## src/rtl/ser_byte_rx.sv

```systemverilog
module ser_byte_rx #(
  parameter int SYNC_STAGES = 2,
  parameter int BYTE_W      = 8
) (
  input  logic              clk,
  input  logic              rst_n,
  input  logic              cs_n,
  input  logic              sck,
  input  logic              sdi,
  input  logic              dc,
  output logic              rx_vld,
  output logic [BYTE_W-1:0] rx_byte,
  output logic              rx_is_data
);
  localparam int CNT_W = $clog2(BYTE_W);
  localparam logic [CNT_W-1:0] LAST_BIT = CNT_W'(BYTE_W - 1);

  logic [SYNC_STAGES-1:0] cs_sy, sck_sy, sdi_sy, dc_sy;
  logic                   sck_q;
  logic [CNT_W-1:0]       cnt;
  logic [BYTE_W-2:0]      shreg;

  wire cs_s  = cs_sy[SYNC_STAGES-1];
  wire sck_s = sck_sy[SYNC_STAGES-1];
  wire sdi_s = sdi_sy[SYNC_STAGES-1];
  wire dc_s  = dc_sy[SYNC_STAGES-1];

  wire sck_rise = sck_s & ~sck_q;
  wire take     = sck_rise & ~cs_s;
  wire last     = take && (cnt == LAST_BIT);

  always_ff @(posedge clk or negedge rst_n) begin
    if (!rst_n) begin
      cs_sy  <= '1;
      sck_sy <= '0;
      sdi_sy <= '0;
      dc_sy  <= '0;
      sck_q  <= 1'b0;
    end else begin
      cs_sy  <= {cs_sy[SYNC_STAGES-2:0], cs_n};
      sck_sy <= {sck_sy[SYNC_STAGES-2:0], sck};
      sdi_sy <= {sdi_sy[SYNC_STAGES-2:0], sdi};
      dc_sy  <= {dc_sy[SYNC_STAGES-2:0], dc};
      sck_q  <= sck_s;
    end
  end

  always_ff @(posedge clk or negedge rst_n) begin
    if (!rst_n) begin
      cnt   <= '0;
      shreg <= '0;
    end else if (cs_s) begin
      cnt <= '0;
    end else if (take) begin
      cnt   <= last ? '0 : cnt + 1'b1;
      shreg <= {shreg[BYTE_W-3:0], sdi_s};
    end
  end

  always_ff @(posedge clk or negedge rst_n) begin
    if (!rst_n) begin
      rx_vld     <= 1'b0;
      rx_byte    <= '0;
      rx_is_data <= 1'b0;
    end else begin
      rx_vld <= last;
      if (last) begin
        rx_byte    <= {shreg, sdi_s};
        rx_is_data <= dc_s;
      end
    end
  end


  strobe_single_chk: assert property (@(posedge clk) disable iff (!rst_n)
    rx_vld |=> !rx_vld);


  out_hold_chk: assert property (@(posedge clk) disable iff (!rst_n)
    !rx_vld |-> ($stable(rx_byte) && $stable(rx_is_data)));


  idle_no_strobe_chk: assert property (@(posedge clk) disable iff (!rst_n)
    cs_s |=> !rx_vld);


  idle_clear_chk: assert property (@(posedge clk) disable iff (!rst_n)
    cs_s |=> (cnt == '0));


  strobe_on_edge_chk: assert property (@(posedge clk) disable iff (!rst_n)
    rx_vld |-> $past(sck_rise));
endmodule

```

## config.mk

```make
export PLATFORM = sky130hd
export DESIGN_NAME = ser_byte_rx
export DESIGN_NICKNAME = d
export VERILOG_FILES = /design/src/rtl/ser_byte_rx.sv
export SDC_FILE = /design/constraint.sdc
export NUM_CORES = 1
export LEC_CHECK = 0
export ABC_CLOCK_PERIOD_IN_PS = 1650
export BUFFER_PORTS_ARGS = -buffer_cell sky130_fd_sc_hd__clkbuf_2
export CORE_ASPECT_RATIO = 0.75
export CORE_MARGIN = 2
export CORE_UTILIZATION = 53
export DETAILED_ROUTE_END_ITERATION = 6
export GPL_TIMING_DRIVEN = 0
export HOLD_SLACK_MARGIN = 0.06
export PLACE_DENSITY_LB_ADDON = 0.25
export SETUP_SLACK_MARGIN = 0.2
export SLEW_MARGIN = 20
export SYNTH_ARGS = -nofsm -noshare
export SYNTH_HDL_FRONTEND = slang
export SYNTH_SLANG_ARGS = --single-unit
```

## constraint.sdc

```tcl
create_clock -name clk -period 1.65 [get_ports clk]
set_input_delay 0.165 -clock clk [delete_from_list [all_inputs] [get_ports clk]]
set_output_delay 0.165 -clock clk [all_outputs]
set_load 0.05 [all_outputs]
```

==> results of run 1 <==
## critical path, delay by kind of cell (launching register included)
| kind | cells | cell delay [ns] |
|---|---|---|
| fa+ha+maj | 2 | 0.35 |
| simple gates | 1 | 0.16 |
| flops | 1 | 0.40 |
| mux | 1 | 0.29 |
| buf+inv | 1 | 0.14 |
## routing by layer
metal / share of wire [%] / vias up / GRT usage [%]
met1: 44 / 281 / 22.61
met4: 2.0 / 0 / 12.86
met2: 47 / 20 / 25.65
li1: - / 272 / -
met3: 6.4 / 4 / 10.06
met5: 0 / - / 0
## sequential cells by signal (all words and copies together) (netlist names)
name and cells:
dc_sy 2, cnt 3, rx_vld 1, sdi_sy 2
rx_byte 8, shreg 7, sck_q 1, sck_sy 2
rx_is_data 1, cs_sy 2
## logic make-up (layout without fill, tap and decap cells)
logic type | after synthesis | after routing | synth area share [%]
flip-flops | 29 | 29 | 67.83
AO/OA/AOI/OAI | 1 | 1 | 0.4658
adder cells (fa/ha/maj) | 2 | 2 | 2.331
buffers and inverters | 1 | 35 | 1.865
multiplexers | 18 | 18 | 21.80
AND/OR/NAND/NOR | 8 | 8 | 5.711
## worst min path at each step
| stage | from | to | slack (ns) | cells past startpoint |
|---|---|---|---|---|
| detailed placement | rst_n | dc_sy[1] | 0.23 | 1 |
| CTS | dc_sy[0] | dc_sy[1] | 0.35 | 0 |
| floorplan | rst_n | cnt[0] | -0.13 | 0 |
| global route | sck_sy[0] | sck_sy[1] | 0.36 | 0 |
| global placement | rst_n | rx_is_data | 0.24 | 1 |
| finish | dc_sy[0] | dc_sy[1] | 0.35 | 0 |
## through the flow
| step | cell area, µm² | setup slack (ns) |
|---|---|---|
| 3_5_place_dp | 1179 | 0.05996 |
| 6_report | 1371 | 0.2045 |
| 2_1_floorplan | 1074 | 0.1864 |
| 4_1_cts | 1356 | 0.2003 |
| 5_1_grt | 1371 | 0.1731 |
| 3_3_place_gp | 1179 | 0.07776 |
## power by group through the flow
stage,Combinational (mW),Sequential (mW),Clock (mW)
final,0.128,0.861,0.424
after global routing,0.144,0.877,0.485
after CTS,0.124,0.862,0.443
after detailed placement,0.108,0.877,0
after global placement,0.100,0.865,0
after floorplan,0.0781,0.848,0
## final cells by class
class,instances,share of cell area (%)
Buffer,1,1.460
Clock buffer,7,4.015
Multi-Input combinational cell,29,24.82
Sequential cell,29,53.10
Tap cell,24,2.190
Timing Repair Buffer,27,14.42
## what timing repair did
| action | 4_1_cts | 5_1_grt |
|---|---|---|
| hold buffers | 5 | 0 |
| endpoints found under the hold margin | 31 | 0 |
| gates resized for setup | 4 | 0 |
| setup buffers | 4 | 2 |
| gates cloned | 1 | 0 |
| endpoints found under the setup margin | 9 | 9 |
| pin swaps | 2 | 2 |
## cell usage in the layout (no fill, tap or decap), drive strengths merged, types with 2 or more instances in the layout
cell type / instances
buf: 8
clkbuf: 22
dfrtp: 27
dfstp: 2
dlygate4sd3: 5
ha: 2
mux2: 16
mux2i: 2
nor2: 4
==> results.toml, run 1 <==
[pwr]
cellInternalPower_mw = 1.079
clockPowerShare_pct = 30.0
swShare_pct = 23.68
power_frac_seq_pct = 60.9
vdd_ir_drop_max_uv = 773.4
power_switching_mw = 0.3349
p_total_mw = 1.414
cellPowerDensity_nw_per_um2 = 1031
combPwrFrac_pct = 9.1
p_leak_nw = 0.6823

[layout]
num-fill-cells = 142
nets = 101
syn2layout_area_growth_pct = 27.74
regArea_um2 = 728.2
fin_cells = 117
drive_gt1_share_pct = 55.91
num_antenna_cells = 0
final_core_util_pct = 69.90
multiInputGateArea_um2 = 340.3

[synthesis]
yosys.area.top_type = "dfrtp_1"
synth.net_count = 67
ys_async_sr_fraction_pct = 100.0
syn_area_um2 = 1074
ys_top_cells_by_area = "dfrtp_1 (63%), mux2_4 (13%), mux2_2 (7.3%), dfstp_2 (4.9%), ha_1 (2.3%)"
ys_warn_count = 0
synth_seq_cells = 29
synth_area_per_cell_um2 = 18.20
synth_cell_types = 13
synth_edf_count = 0
synth.most_common_cell = "dfrtp_1"
ys_seq_area_share_pct = 67.83
synth_cells = 59
ys.flop_type = "dfrtp_1"
synth_top_area_share_pct = 62.94
synthTopCellsByCount = "dfrtp_1 (27), mux2_4 (9), mux2_2 (7)"

[floorplanning]
die_height_um = 42.98
dieArea_um2 = 2405
die_w_um = 55.97
io_pins = 16
start_util_pct = 54.72
placement_rows = 14
fp.coreArea_um2 = 1962

[clocking]
root_buffer = "clkbuf_4"
clockBufferDepth = 2
cts_sinks = 29
clkSlewWorstSetupHoldPaths_ns = 0.08
cts_tree = "done"
cts_buffers = 5
insertion_delay_ns = 0.32
cts_max_level = 2

[routing]
routedWlPerCell_um = 14.98
drc_errors = 0
ant_nets = 0
routed_via_density = 4.932
vias = 577
drtIter0Drc = 3
dr.pass1.iters = 3
routed_wl_mm = 1.753

[run_status]
status = "completed"

[timing]
finalSetupViolCount = 0
fin_crit_ns = 1.446
hold_viol_final = 0
finalSetupTns_ns = 0
maxSlewHeadroom_pct = 54.31
tightest_slew_ns = 0.6854
drv_slew = 0
max_clock_freq_ghz = 0.6918
rsz0062_at_grt = "true"
timing.hold.ws_ns = 0.3524
fin_skew_ns = 0.007876
period_share_pct = 87.61

[worst_setup_path]
rrSetupSlack_ns = 0.20
worstPathRequired_ns = 1.86
worst_ep_arrival_time_ns = 1.65
crit_slowest_cell = "dfrtp_1"
start_kind = "flop"
critPathLaunch = "cnt[0]"
crit_chain = "ha_2 > ha_4 > and2_4 > buf_12 > mux2_4"
r2r-start = "cnt[0]"
r2r_end = "rx_byte[0]"
crit_end = "rx_byte[0]"
path_class = "flop to flop"
worstRegToRegCells = 5
critPathMaxStageDelay_ns = 0.40
cp-end-kind = "flop"
crit_path_max_fanout = 5

[grt]
antenna_found_initial = 0
grt_pass1_vias = 598
grt_pass1_wl_mm = 2.994
grt_max_degree = 30
grt-ovfl-total = 0
grt_usage_pct = 18.72

[placement]
post-place-cells = 98
port_buffers = 15
gp_congestion = 0.6500

[min_path]
holdCritPathClass = "flop to flop"

[flow_run]
maxCapViolCount = 0
Note: power is estimated with default switching activity, not from simulation.
==> inputs of run 2 (changes only) <==
--- a/config.mk
+++ b/config.mk
@@ -5,17 +5,19 @@
 export SDC_FILE = /design/constraint.sdc
 export NUM_CORES = 1
 export LEC_CHECK = 0
+export ABC_AREA = 1
 export ABC_CLOCK_PERIOD_IN_PS = 1650
 export BUFFER_PORTS_ARGS = -buffer_cell sky130_fd_sc_hd__clkbuf_2
 export CORE_ASPECT_RATIO = 0.75
 export CORE_MARGIN = 2
-export CORE_UTILIZATION = 53
+export CORE_UTILIZATION = 57
+export CTS_BUF_LIST = sky130_fd_sc_hd__clkbuf_4
 export DETAILED_ROUTE_END_ITERATION = 6
 export GPL_TIMING_DRIVEN = 0
 export HOLD_SLACK_MARGIN = 0.06
 export PLACE_DENSITY_LB_ADDON = 0.25
 export SETUP_SLACK_MARGIN = 0.2
-export SLEW_MARGIN = 20
+export SLEW_MARGIN = 10
 export SYNTH_ARGS = -nofsm -noshare
 export SYNTH_HDL_FRONTEND = slang
 export SYNTH_SLANG_ARGS = --single-unit
==> run 2 against run 1 <==
Combinational power down 29%. Synthesized area rose by 0.58%. Non-clock buffer count decreased by 5. Clock skew rose by 0.0014 ns. Maximum frequency grew 9.0%. Synthesized cell count rose by 73%. Largest power group unchanged.
==> results.toml, run 2 <==
[pwr]
clockPowerShare_pct = 38.2
power_switching_mw = 0.3198
swShare_pct = 22.04
cellInternalPower_mw = 1.131
p_total_mw = 1.451
vdd_ir_drop_max_uv = 1014
p_leak_nw = 0.7408
power_frac_seq_pct = 55.6
combPwrFrac_pct = 6.2
cellPowerDensity_nw_per_um2 = 1099

[layout]
syn2layout_area_growth_pct = 22.25
fin_area_um2 = 1320
largest_register_ff_count = 8
drive_gt1_share_pct = 23.08
top_register = "rx_byte"
fin_cells = 152
num-fill-cells = 115
final_common_cell = "nand2_1"
nets = 137
regArea_um2 = 728.2
num_antenna_cells = 0
largestRegisters = "rx_byte: 8 flops, shreg: 7 flops, cnt: 3 flops"
multiInputGateArea_um2 = 324.1
final_cell_mix = "nand2_1 (48), dfrtp_1 (27), clkbuf_2 (15)"

[synthesis]
synth_mux_area_share_pct = 0
synthTopCellsByCount = "nand2_1 (48), dfrtp_1 (27), nand4_1 (10)"
ys_seq_area_share_pct = 67.44
synth_simple_gate_area_share_pct = 26.88
ys_async_sr_fraction_pct = 100.0
ys.flop_type = "dfrtp_1"
synth_cell_types = 12
synth.most_common_cell = "nand2_1"
syn_area_um2 = 1080
synth_adder_area_share_pct = 2.317
synth_edf_count = 0
synth_xor_area_share_pct = 0
synth_area_per_cell_um2 = 10.59
yosys.area.top_type = "dfrtp_1"
ys_warn_count = 0
synth_cells = 102
ys_top_cells_by_area = "dfrtp_1 (63%), nand2_1 (17%), nand4_1 (5.8%), dfstp_2 (4.9%), ha_1 (2.3%)"
synth_top_family_by_area = "simple AND/OR/NAND/NOR gates"
synth_compound_area_share_pct = 0
synth_seq_cells = 29
synth_top_area_share_pct = 62.57
synth.net_count = 110

[clocking]
root_buffer = "clkbuf_4"
clockBufferDepth = 2
cts_sinks = 29
cts_tree = "done"
cts_buffers = 5
cts_setup_buffers = 0
clkSlewWorstSetupHoldPaths_ns = 0.08
cts_max_level = 2
insertion_delay_ns = 0.31

[routing]
dr.pass1.iters = 4
routed_wl_mm = 1.852
ant_nets = 0
drtIter0Drc = 14
vias = 767
routedWlPerCell_um = 12.18
drc_errors = 0
routed_via_density = 5.046

[timing]
drv_slew = 0
finalSetupTns_ns = 0
rsz0062_at_grt = "true"
tightest_slew_ns = 0.6938
finalSetupViolCount = 0
fin_skew_ns = 0.009234
hold_viol_final = 0
period_share_pct = 80.39
max_clock_freq_ghz = 0.7539
maxSlewHeadroom_pct = 53.75
timing.hold.ws_ns = 0.3587
fin_crit_ns = 1.326

[worst_setup_path]
start_kind = "flop"
worst_ep_arrival_time_ns = 1.52
cp-end-kind = "flop"
rrSetupSlack_ns = 0.32
worstRegToRegCells = 5
crit_path_max_fanout = 10
path_class = "flop to flop"
worstPathRequired_ns = 1.85

[grt]
grt_usage_pct = 19.92
antenna_found_initial = 0
grt_pass1_vias = 732
grt_pass1_wl_mm = 3.070
grt_max_degree = 30
grt-ovfl-total = 0

[min_path]
holdCritPathClass = "flop to flop"
whs_path_depth = 0

[placement]
post-place-cells = 139
port_buffers = 15
dpl_cell_area_um2 = 1182
gp_congestion = 0.7569
dp_hpwl_mm = 1.224

[floorplanning]
die_w_um = 54.26
die_height_um = 41.70
io_pins = 16
dieArea_um2 = 2262
placement_rows = 13
fp.coreArea_um2 = 1757
start_util_pct = 61.47

[run_status]
status = "completed"

[flow_run]
maxCapViolCount = 0
[run 2: cell count changes after synthesis, moves of 2 or more]
cell and delta:
nand4_1 +10, buf_2 +2, mux2_2 -7, inv_1 +5
mux2_4 -9, nand2_1 +48, nor2_1 -2, mux2i_1 -2
[run 2: area by class of cell]
class / count / share of cell area, %
buffer: 3 / 1.327
clock buffer: 6 / 3.412
clock inverter: 2 / 2.559
inverter: 5 / 1.422
multi-input combinational: 65 / 24.55
sequential: 29 / 55.17
tap: 22 / 2.085
timing repair buffer: 20 / 9.479
[run 2: per-layer routing]
metal / global-route usage (%) / vias to the layer above / part of all wire, %
met1: 24.94 / 363 / 46
li1: - / 378 / -
met2: 28.92 / 19 / 45
met4: 11.00 / 0 / 2.4
met3: 8.273 / 7 / 5.8
met5: 0 / - / 0
[run 2: through the flow]
| step | setup slack (ns) | util, % |
|---|---|---|
| 3_3_place_gp | 0.3580 | 67.31 |
| 5_1_grt | 0.1995 | 75.14 |
| 2_1_floorplan | 0.4681 | - |
| 4_1_cts | 0.2805 | 74.64 |
| 6_report | 0.3236 | 75.14 |
| 3_5_place_dp | 0.3293 | 67.31 |
[run 2: logic make-up (layout without fill, tap and decap cells)]
family                   after synthesis  count (layout)
AND/OR/NAND/NOR                       63              63
adder cells (fa/ha/maj)                2               2
buffers and inverters                  8              36
flip-flops                            29              29
[run 2: power by group through the flow]
stage	Sequential, mW	Combinational, mW	Clock, mW
6_report	0.806	0.0904	0.554
4_1_cts	0.804	0.0901	0.569
3_3_place_gp	0.816	0.0758	0
5_1_grt	0.812	0.107	0.605
3_5_place_dp	0.818	0.0806	0
2_1_floorplan	0.805	0.0516	0
[run 2: timing repair]
item | 4_1_cts | 5_1_grt
endpoints found under the setup margin | 0 | 7
resized for setup | 0 | 1
hold buffers | 5 | 0
hold endpoints to repair | 31 | 0
[run 2: path summary, 6_finish.rpt]
path,startpoint,end
worst min register to register,cs_sy[0],cs_sy[1]
min in group asynchronous,rst_n,shreg[6]
worst max-delay path,cnt[0],rx_byte[6]
worst min-delay path,cs_sy[0],cs_sy[1]
max in group asynchronous,rst_n,rx_byte[4]
worst max register to register,cnt[0],rx_byte[6]
[run 2: worst max-delay path: stages (launching register included)]
cell	delay, ns
dfrtp_1	0.40
ha_1	0.20
ha_1	0.24
buf_2	0.19
nand4_1	0.11
nand2_1	0.07
==> inputs of run 3 (changes only) <==
--- a/config.mk
+++ b/config.mk
@@ -6,11 +6,11 @@
 export NUM_CORES = 1
 export LEC_CHECK = 0
 export ABC_AREA = 1
-export ABC_CLOCK_PERIOD_IN_PS = 1650
+export ABC_CLOCK_PERIOD_IN_PS = 1200
 export BUFFER_PORTS_ARGS = -buffer_cell sky130_fd_sc_hd__clkbuf_2
 export CORE_ASPECT_RATIO = 0.75
 export CORE_MARGIN = 2
-export CORE_UTILIZATION = 57
+export CORE_UTILIZATION = 51
 export CTS_BUF_LIST = sky130_fd_sc_hd__clkbuf_4
 export DETAILED_ROUTE_END_ITERATION = 6
 export GPL_TIMING_DRIVEN = 0
==> constraint.sdc (replaced) <==
create_clock -name clk -period 1.2 [get_ports clk]
set_input_delay 0.12 -clock clk [delete_from_list [all_inputs] [get_ports clk]]
set_output_delay 0.12 -clock clk [all_outputs]
set_load 0.05 [all_outputs]
==> run 3 against run 2 <==
Setup slack worse by 0.32 ns. Via count up 18%. First-iteration DRC count rose by 71%. Power is 27% higher. Clock skew grew 0.0075 ns. Utilization up 8.0 points. Sequential power is 38% higher. Sequential share of layout area down 11 points.
==> results.toml, run 3 (synthesis gave the netlist of run 2 again) <==
[grt]
grt_pass1_vias = 845
grt_pass1_wl_mm = 3.988
antenna_found_initial = 0
grt_max_degree = 30
grt_usage_pct = 23.50
grt-ovfl-total = 0

[pwr]
vdd_ir_drop_max_uv = 1193
cellPowerDensity_nw_per_um2 = 1112
p_total_mw = 1.846
p_leak_nw = 0.8653

[clocking]
cts_tree = "done"
root_buffer = "clkbuf_4"
cts_sinks = 29
cts_max_level = 2
cts_buffers = 5
clockBufferDepth = 2
insertion_delay_ns = 0.33
clkSlewWorstSetupHoldPaths_ns = 0.09

[floorplanning]
dieArea_um2 = 2505
die_w_um = 57.13
start_util_pct = 54.07
placement_rows = 14
die_height_um = 43.85
io_pins = 16
fp.coreArea_um2 = 1997

[worst_setup_path]
start_kind = "flop"
path_class = "flop to flop"
worst_ep_arrival_time_ns = 1.41
cp-end-kind = "flop"
crit_path_max_fanout = 5
worstPathRequired_ns = 1.41

[layout]
top_register = "rx_byte"
syn2layout_area_growth_pct = 53.77
final_common_cell = "nand2_1"
num_antenna_cells = 0
drive_gt1_share_pct = 45.33
largest_register_ff_count = 8
largestRegisters = "rx_byte: 8 flops, shreg: 7 flops, cnt: 3 flops"
nets = 158
final_cell_mix = "nand2_1 (37), dfrtp_1 (26), buf_4 (16)"

[timing]
rsz0062_at_grt = "true"
maxSlewHeadroom_pct = 58.66
drv_slew = 0
fin_crit_ns = 1.199
period_share_pct = 99.93
max_clock_freq_ghz = 0.8340
fin_ws_ns = 0.0008963
hold_viol_final = 0
timing.hold.ws_ns = 0.3425
fin_skew_ns = 0.01676
tightest_slew_ns = 0.6201
finalSetupViolCount = 0
finalSetupTns_ns = 0

[routing]
vias = 906
drc_errors = 0
drtIter0Drc = 24
routed_wl_mm = 2.597
ant_nets = 0
routedWlPerCell_um = 14.93
dr.pass1.iters = 6
routed_via_density = 5.207

[placement]
gp_congestion = 0.7646
port_buffers = 15
dp_hpwl_mm = 1.232
post-place-ws_ns = 0.01545

[run_status]
status = "completed"

[min_path]
holdCritPathClass = "input pin to asynchronous set/reset pin"

[flow_run]
maxCapViolCount = 0
run 3: cell count changes in the layout (fill, tap and decap cells not counted), sizes merged:
cell,change
buf,+31
nand4,+1
clkinvlp,+1
clkbuf,-11
inv,-1
bufinv,-1
run 3: what timing repair did:
item	in CTS	in global routing
hold buffers	5	0
pin swaps	11	8
cloned	2	0
endpoints found under the setup margin	30	31
setup buffers	13	6
resized for setup	39	18
endpoints found under the hold margin	31	0
run 3: metal layers:
metal / up-vias / track usage (%) / routed length [µm]
met2: 28 / 37.01 / 1338
met3: 7 / 11.04 / 146
li1: 428 / - / -
met4: 0 / 12.09 / 64
met1: 443 / 27.29 / 1048
met5: - / 0 / 0
run 3: where the power goes:
| part | leakage [nW] | internal [mW] | switching, mW |
|---|---|---|---|
| registers | 0.375 | 1.05 | 0.0605 |
| clock network | 0.0292 | 0.235 | 0.323 |
| logic | 0.461 | 0.0793 | 0.0993 |
| total | 0.865 | 1.36 | 0.482 |
run 3: through the flow:
stage          cell area (µm²)  util (%)  instances
4_1_cts                   1574     78.82        168
5_1_grt                   1660     83.15        174
6_report                  1660     83.15        174
3_3_place_gp              1215     60.84        141
2_1_floorplan             1110         -        102
3_5_place_dp              1215     60.84        141
run 3: layout make-up:
| class | count | area [µm²] |
|---|---|---|
| timing repair buffer | 40 | 394.1 |
| tap | 24 | 30.03 |
| sequential | 29 | 729.5 |
| multi-input combinational | 66 | 405.4 |
| clock inverter | 1 | 3.754 |
| clock buffer | 6 | 45.04 |
| fill | 106 | 336.6 |
| inverter | 5 | 22.52 |
| buffer | 3 | 30.03 |
run 3: worst paths after layout:
path	startpoint	to	slack [ns]	cells after the start
max	cnt[0]	rx_byte[2]	0.0009	5
min	rst_n	cnt[0]	0.34	2
max reg2reg	cnt[0]	rx_byte[2]	0.0009	5
min reg2reg	sdi_sy[0]	sdi_sy[1]	0.35	0
max in group asynchronous	rst_n	sck_sy[1]	0.40	2
min in group clk	sdi_sy[0]	sdi_sy[1]	0.35	0
run 3: critical path, stage by stage, from the launching register on:
cell and delay (ns):
dfrtp_1 0.40, ha_4 0.16, ha_4 0.20, nand4_4 0.16, nand2_1 0.11, nand2_1 0.06
